$ cat src/rtl/swcmd_pkg.sv
package swcmd_pkg;

    localparam int KEY_LO    = 2;
    localparam int KEY_HI    = 14;
    localparam int KEY_W     = KEY_HI - KEY_LO + 1;
    localparam int UNLOCK_N  = 5;

    typedef enum logic [1:0] {
        CMD_NONE,
        CMD_STORE,
        CMD_RECALL,
        CMD_NOSTORE
    } cmd_e;

    typedef enum logic [3:0] {
        ST_IDLE,
        ST_GOT1,
        ST_GOT2,
        ST_GOT3,
        ST_GOT4,
        ST_GOT5,
        ST_WAIT,
        ST_BUSY
    } state_e;

    // Unlock addresses, in the order they must arrive.
    function automatic logic [15:0] unlock_addr(input int idx);
        case (idx)
            0:       return 16'h4E38;
            1:       return 16'hB1C7;
            2:       return 16'h83E0;
            3:       return 16'h7C1F;
            default: return 16'h703F;
        endcase
    endfunction

    function automatic logic [15:0] command_addr(input cmd_e c);
        case (c)
            CMD_STORE:   return 16'h8FC0;
            CMD_RECALL:  return 16'h4C63;
            CMD_NOSTORE: return 16'h8B45;
            default:     return 16'h0000;
        endcase
    endfunction

endpackage

$ cat src/rtl/swcmd_match.sv
module swcmd_match
    import swcmd_pkg::*;
(
    input  logic [KEY_W-1:0]    key,
    output logic [UNLOCK_N-1:0] step_hit,
    output cmd_e                cmd_hit
);

    for (genvar g = 0; g < UNLOCK_N; g++) begin : g_step
        localparam logic [15:0] PAT = unlock_addr(g);
        assign step_hit[g] = (key == PAT[KEY_HI:KEY_LO]);
    end

    localparam logic [15:0] PAT_ST = command_addr(CMD_STORE);
    localparam logic [15:0] PAT_RC = command_addr(CMD_RECALL);
    localparam logic [15:0] PAT_NS = command_addr(CMD_NOSTORE);

    always_comb begin
        if (key == PAT_ST[KEY_HI:KEY_LO])
            cmd_hit = CMD_STORE;
        else if (key == PAT_RC[KEY_HI:KEY_LO])
            cmd_hit = CMD_RECALL;
        else if (key == PAT_NS[KEY_HI:KEY_LO])
            cmd_hit = CMD_NOSTORE;
        else
            cmd_hit = CMD_NONE;
    end

endmodule

$ cat src/rtl/swcmd_quiet.sv
module swcmd_quiet #(
    parameter int QUIET_CYC = 16
) (
    input  logic clk,
    input  logic rst_n,
    input  logic clr,
    output logic done
);

    localparam int CW = $clog2(QUIET_CYC + 1);
    localparam logic [CW-1:0] LAST = CW'(QUIET_CYC - 1);

    logic [CW-1:0] cnt;

    always_ff @(posedge clk) begin
        if (!rst_n || clr)
            cnt <= '0;
        else if (!done)
            cnt <= cnt + 1'b1;
    end

    assign done = (cnt == LAST);

endmodule

$ cat src/rtl/swcmd_fsm.sv
module swcmd_fsm
    import swcmd_pkg::*;
(
    input  logic                clk,
    input  logic                rst_n,
    input  logic                acc_valid,
    input  logic                acc_write,
    input  logic [UNLOCK_N-1:0] step_hit,
    input  cmd_e                cmd_hit,
    input  logic                quiet_done,
    input  logic                op_done,
    output logic                timer_clr,
    output logic                cmd_store,
    output logic                cmd_recall,
    output logic                cmd_nostore,
    output logic                busy
);

    state_e state, nxt;
    cmd_e   cmd_q;
    logic   exp_hit;
    state_e adv;

    // Expected match and successor for each stepping state.
    always_comb begin
        exp_hit = 1'b0;
        adv     = ST_IDLE;
        unique case (state)
            ST_IDLE: begin exp_hit = step_hit[0]; adv = ST_GOT1; end
            ST_GOT1: begin exp_hit = step_hit[1]; adv = ST_GOT2; end
            ST_GOT2: begin exp_hit = step_hit[2]; adv = ST_GOT3; end
            ST_GOT3: begin exp_hit = step_hit[3]; adv = ST_GOT4; end
            ST_GOT4: begin exp_hit = step_hit[4]; adv = ST_GOT5; end
            ST_GOT5: begin exp_hit = (cmd_hit != CMD_NONE); adv = ST_WAIT; end
            ST_WAIT: begin exp_hit = 1'b0; adv = ST_IDLE; end
            ST_BUSY: begin exp_hit = 1'b0; adv = ST_IDLE; end
            default: begin exp_hit = 1'b0; adv = ST_IDLE; end
        endcase
    end

    always_comb begin
        nxt = state;
        unique case (state)
            ST_IDLE, ST_GOT1, ST_GOT2, ST_GOT3, ST_GOT4, ST_GOT5: begin
                if (acc_valid) begin
                    if (acc_write)
                        nxt = ST_IDLE;
                    else if (exp_hit)
                        nxt = adv;
                    else if (step_hit[0])
                        nxt = ST_GOT1;
                    else
                        nxt = ST_IDLE;
                end
            end
            ST_WAIT: begin
                if (acc_valid)
                    nxt = ST_IDLE;
                else if (quiet_done)
                    nxt = ST_BUSY;
            end
            ST_BUSY: begin
                if (op_done)
                    nxt = ST_IDLE;
            end
            default: nxt = ST_IDLE;
        endcase
    end

    assign timer_clr = (state != ST_WAIT);

    // State register and command latch.
    always_ff @(posedge clk) begin
        if (!rst_n) begin
            state <= ST_IDLE;
            cmd_q <= CMD_NONE;
        end else begin
            state <= nxt;
            if (state == ST_GOT5 && nxt == ST_WAIT)
                cmd_q <= cmd_hit;
        end
    end

    // Registered outputs.
    always_ff @(posedge clk) begin
        if (!rst_n) begin
            cmd_store   <= 1'b0;
            cmd_recall  <= 1'b0;
            cmd_nostore <= 1'b0;
            busy        <= 1'b0;
        end else begin
            cmd_store   <= (state == ST_WAIT) && (nxt == ST_BUSY) && (cmd_q == CMD_STORE);
            cmd_recall  <= (state == ST_WAIT) && (nxt == ST_BUSY) && (cmd_q == CMD_RECALL);
            cmd_nostore <= (state == ST_WAIT) && (nxt == ST_BUSY) && (cmd_q == CMD_NOSTORE);
            busy        <= (nxt == ST_BUSY);
        end
    end

endmodule

$ cat src/rtl/swcmd_detect.sv
module swcmd_detect
    import swcmd_pkg::*;
#(
    parameter int ADDR_W    = 19,
    parameter int QUIET_CYC = 16
) (
    input  logic              clk,
    input  logic              rst_n,
    input  logic              acc_valid,
    input  logic              acc_write,
    input  logic [ADDR_W-1:0] acc_addr,
    input  logic              op_done,
    output logic              cmd_store,
    output logic              cmd_recall,
    output logic              cmd_nostore,
    output logic              busy
);

    logic [UNLOCK_N-1:0] step_hit;
    cmd_e                cmd_hit;
    logic                timer_clr;
    logic                quiet_done;
    logic                unused_bits;

    assign unused_bits = ^{acc_addr[ADDR_W-1:KEY_HI+1], acc_addr[KEY_LO-1:0]};

    swcmd_match u_match (
        .key      (acc_addr[KEY_HI:KEY_LO]),
        .step_hit (step_hit),
        .cmd_hit  (cmd_hit)
    );

    swcmd_quiet #(.QUIET_CYC(QUIET_CYC)) u_quiet (
        .clk   (clk),
        .rst_n (rst_n),
        .clr   (timer_clr),
        .done  (quiet_done)
    );

    swcmd_fsm u_fsm (
        .clk         (clk),
        .rst_n       (rst_n),
        .acc_valid   (acc_valid),
        .acc_write   (acc_write),
        .step_hit    (step_hit),
        .cmd_hit     (cmd_hit),
        .quiet_done  (quiet_done),
        .op_done     (op_done),
        .timer_clr   (timer_clr),
        .cmd_store   (cmd_store),
        .cmd_recall  (cmd_recall),
        .cmd_nostore (cmd_nostore),
        .busy        (busy)
    );

endmodule

$ cat config.mk
export PLATFORM = sky130hd
export DESIGN_NAME = swcmd_detect
export DESIGN_NICKNAME = d
export VERILOG_FILES = /design/src/rtl/swcmd_pkg.sv /design/src/rtl/swcmd_match.sv /design/src/rtl/swcmd_quiet.sv /design/src/rtl/swcmd_fsm.sv /design/src/rtl/swcmd_detect.sv
export SDC_FILE = /design/constraint.sdc
export NUM_CORES = 1
export LEC_CHECK = 0
export ABC_AREA = 1
export BUFFER_PORTS_ARGS = -buffer_cell sky130_fd_sc_hd__buf_2
export CAP_MARGIN = 5
export CORE_ASPECT_RATIO = 0.8
export CORE_MARGIN = 2
export CORE_UTILIZATION = 26
export DETAILED_ROUTE_END_ITERATION = 10
export PLACE_DENSITY_LB_ADDON = 0.08
export SYNTH_ARGS = -nofsm -noshare
export SYNTH_HDL_FRONTEND = slang
export SYNTH_SLANG_ARGS = --single-unit
$ cat constraint.sdc
create_clock -name clk -period 1.73 [get_ports clk]
set_clock_uncertainty 0.05 [all_clocks]
set_input_delay 0.0865 -clock clk [delete_from_list [all_inputs] [get_ports clk]]
set_output_delay 0.0865 -clock clk [all_outputs]
set_load 0.01 [all_outputs]
==> results.sh <==
export IMPL_critPathKind="reg2reg"
export IMPL_timing_hold_worst_class="in2reg"
export IMPL_layout_commonest_cell="sky130_fd_sc_hd__nand2_1"
export IMPL_compound_cell_area_share_of_the_yosys_netlist=0.102
export IMPL_drv_slew=0
export IMPL_synth_simple_area_share=0.463
export IMPL_worstPathCellList="nor2_2 -> nand2_2 -> nand2_1 -> nand3_1 -> nor2_2 -> nand3_2 -> nand2_2 -> nand2_1 -> nand2_1 -> nand2_2 -> nand2_2 -> nand4_1 -> nand2_1 -> nor2_2"
export IMPL_whs_path_depth=3
export IMPL_maximum_number_of_pins_on_one_net_before_global_route_repair=10
export IMPL_vdd_ir_drop_max_mv=0.366
export IMPL_holdPathEnd="u_fsm.cmd_q[1]"
export IMPL_finalWorstSetupSlack_ns=-0.00566
export IMPL_globalRouteTotalUtil=0.131
export IMPL_syn_num_nets=209
export IMPL_io_pins=28
export IMPL_number_of_synthesized_register_bits=15
export IMPL_post_route_cells_drive_above_1_share=0.382
export IMPL_timing_critical_path_arrival_ns=1.83
export IMPL_die_width_um=75.9
export IMPL_layout_min_cycle_time_ns=1.74
export IMPL_min_from="rst_n"
export IMPL_overflow=0
export IMPL_areaGrowthSynthToFinish_pct=47.0
export IMPL_drt_initial_drc_count=58
export IMPL_syn_inst=183
export IMPL_port_buffers=21
export IMPL_area_of_the_die_um2=4670
export IMPL_antenna_diode_count=0
export IMPL_clock_sink_count=15
export IMPL_worst_setup_ep_type="flop"
export IMPL_r2r_slack_ns=-0.006
export IMPL_rows=20
export IMPL_placeableCoreArea_um2=3880
export IMPL_power_per_cell_area_nw_per_um2=478
export IMPL_htreeDepth=1
export IMPL_yosysWarningCount=0
export IMPL_final_cell_mix="sky130_fd_sc_hd__nand2_1, sky130_fd_sc_hd__nor2_1, sky130_fd_sc_hd__inv_1"
export IMPL_nets=255
export IMPL_crit_required_ns=1.83
export IMPL_ys_top_cells_by_area="sky130_fd_sc_hd__dfxtp_1, sky130_fd_sc_hd__nand2_1, sky130_fd_sc_hd__nor2_1"
export IMPL_drcViolationCount=0
export IMPL_synth_top_area_share=0.279
export IMPL_switching_share=0.265
export IMPL_p_leak_uw=0.000738
export IMPL_avgSynthCellArea_um2=5.88
export IMPL_run_status="finished, violations left"
export IMPL_detailed_place_hpwl_um=2320
export IMPL_worstPathMaxFanout=6
export IMPL_internal_power_uw=556
export IMPL_synth_flop_cell="sky130_fd_sc_hd__dfxtp_1"
export IMPL_period_share=1.00
export IMPL_via_per_inst=4.24
export IMPL_first_pass_iters=4
export IMPL_grt_pass1_wl_um=4890
export IMPL_critPathMaxStageDelay_ns=0.38
export IMPL_placement_setup_worst_slack_ns=-0.131
export IMPL_worst_r2r_path_depth=14
export IMPL_antenna_violations_before_repair=0
export IMPL_insertion_delay_ns=0.25
export IMPL_failing_checks="negative setup slack"
export IMPL_synth_xor_area_share=0.0244
export IMPL_synth_adder_area_share=0.0233
export IMPL_synth_top_family_by_area="simple AND/OR/NAND/NOR gates"
export IMPL_r2r_end="u_fsm.cmd_q[0]"
export IMPL_root_buffer="sky130_fd_sc_hd__clkbuf_8"
export IMPL_first_global_vias=1136
export IMPL_p_switching_uw=200
export IMPL_synth_sequential_area_ratio=0.279
export IMPL_clk_path_buf_depth=2
export IMPL_clkSlewWorstSetupHoldPaths_ns=0.06
export IMPL_critical_path_startpoint_type="flop"
export IMPL_synth_top_cell_by_area="sky130_fd_sc_hd__dfxtp_1"
export IMPL_cts_tree="done"
export IMPL_wirelength_um=2800
export IMPL_synth_distinct_cells=25
export IMPL_grt_setup_unrepaired="yes"
export IMPL_share_of_async_settable_or_async_resettable_flops_after_synthesis=0
export IMPL_detail_routed_net_length_per_standard_cell_um=9.88
export IMPL_synthesis_area_um2=1080
export IMPL_initial_core_util=0.277
export IMPL_slowest_stage_cell_crit_path="sky130_fd_sc_hd__dfxtp_4"
export IMPL_drv_cap=0
export IMPL_layout_core_utilization=0.408
export IMPL_number_of_synthesized_flops_with_an_enable_pin=0
export IMPL_power_share_combinational=0.163
export IMPL_hold_violations=0
export IMPL_vias=1200
export IMPL_pwr_share_seq=0.469
export IMPL_finalSetupViolCount=2
export IMPL_chipHeight_um=61.5
export IMPL_max_freq_mhz=576
export IMPL_total_cts_buffers=3
export IMPL_global_placement_routability_congestion=0.851
export IMPL_drt_antenna_violating_nets=0
export IMPL_startpoint_of_the_worst_slack_reg_to_reg_timing_path="u_fsm.state[1]"
export IMPL_synthMuxAreaShare=0
export IMPL_clockPowerShare=0.368
[layer usage]
layer	GRT usage	routed length [um]	part of all wire	up-vias
met4	0.0130	0	0	0
met2	0.202	1120	0.40	13
met1	0.189	1550	0.55	509
met5	0	0	0	-
li1	-	-	-	678
met3	0.0381	119	0.043	0
[worst max-delay path by stage]
stage | from | endpoint | cells after the start
2_1_floorplan | u_quiet.cnt[0] | u_fsm.cmd_q[1] | 12
3_3_place_gp | u_fsm.state[1] | u_fsm.cmd_q[0] | 16
3_5_place_dp | u_fsm.state[1] | u_fsm.cmd_q[0] | 16
4_1_cts | u_fsm.state[2] | u_fsm.cmd_q[0] | 15
5_1_grt | u_fsm.state[1] | u_fsm.cmd_q[1] | 14
6_report | u_fsm.state[1] | u_fsm.cmd_q[0] | 14
[cells by family after synthesis]
kind of cell,Yosys count
and+or+nand+nor,111
adders and majority gates,2
AOI/OAI and AO/OA,21
buffers and inverters,30
other,1
xor gates and xnor gates,3
DFF,15
[Yosys cell counts (all sizes together), types with 2 or more instances]
library cell  count
nand3            10
nor3              7
xor2              3
o21ai             5
nand2            49
inv              29
dfxtp            15
nor4              3
nor2             34
a21oi            14
nand4             5
ha                2
[stage by stage]
stage	setup TNS (ns)	instances	hold WS (ns)	power [uW]	cell area, um^2
after floorplan	0	183	0.158	413	1080
after global placement	-0.247	274	0.317	469	1370
after detailed placement	-0.281	274	0.321	469	1370
after CTS	-0.00355	282	0.0595	760	1510
after global routing	-0.508	283	0.0810	799	1580
final	-0.00707	283	0.0586	756	1580
[final cells by class]
| type | instances | area, um^2 |
|---|---|---|
| Clock inverter | 1 | 5.00 |
| Timing Repair Buffer | 41 | 263 |
| Fill cell | 429 | 2300 |
| Tap cell | 55 | 68.8 |
| Inverter | 30 | 118 |
| Clock buffer | 3 | 41.3 |
| Multi-Input combinational cell | 138 | 774 |
| Sequential cell | 15 | 312 |
[worst max-delay path: cells and delay by family, from the launching register on]
family / cells / cell delay [ns]
and+or+nand+nor: 14 / 1.19
DFF: 1 / 0.38
[state kept, by name, indices dropped and copies added (netlist names)]
| signal | count |
|---|---|
| u_fsm.cmd_q | 2 |
| u_fsm.cmd_nostore | 1 |
| u_fsm.state | 4 |
| u_fsm.cmd_store | 1 |
| u_quiet.cnt | 5 |
| u_fsm.cmd_recall | 1 |
| u_fsm.busy | 1 |
[power groups by stage]
| stage | clock network [uW] | logic (uW) | registers (uW) |
|---|---|---|---|
| 5_1_grt | 305 | 139 | 355 |
| 3_3_place_gp | 0 | 108 | 361 |
| 2_1_floorplan | 0 | 53.1 | 360 |
| 6_report | 278 | 123 | 355 |
| 3_5_place_dp | 0 | 109 | 361 |
| 4_1_cts | 291 | 116 | 353 |
[what timing repair did]
action | in CTS | in global routing
pin swaps | 11 | 8
setup endpoints to repair | 4 | 10
hold buffers | 0 | 0
setup buffers | 4 | 1
resized for setup | 25 | 21
Power figures use the tool's default switching activity.
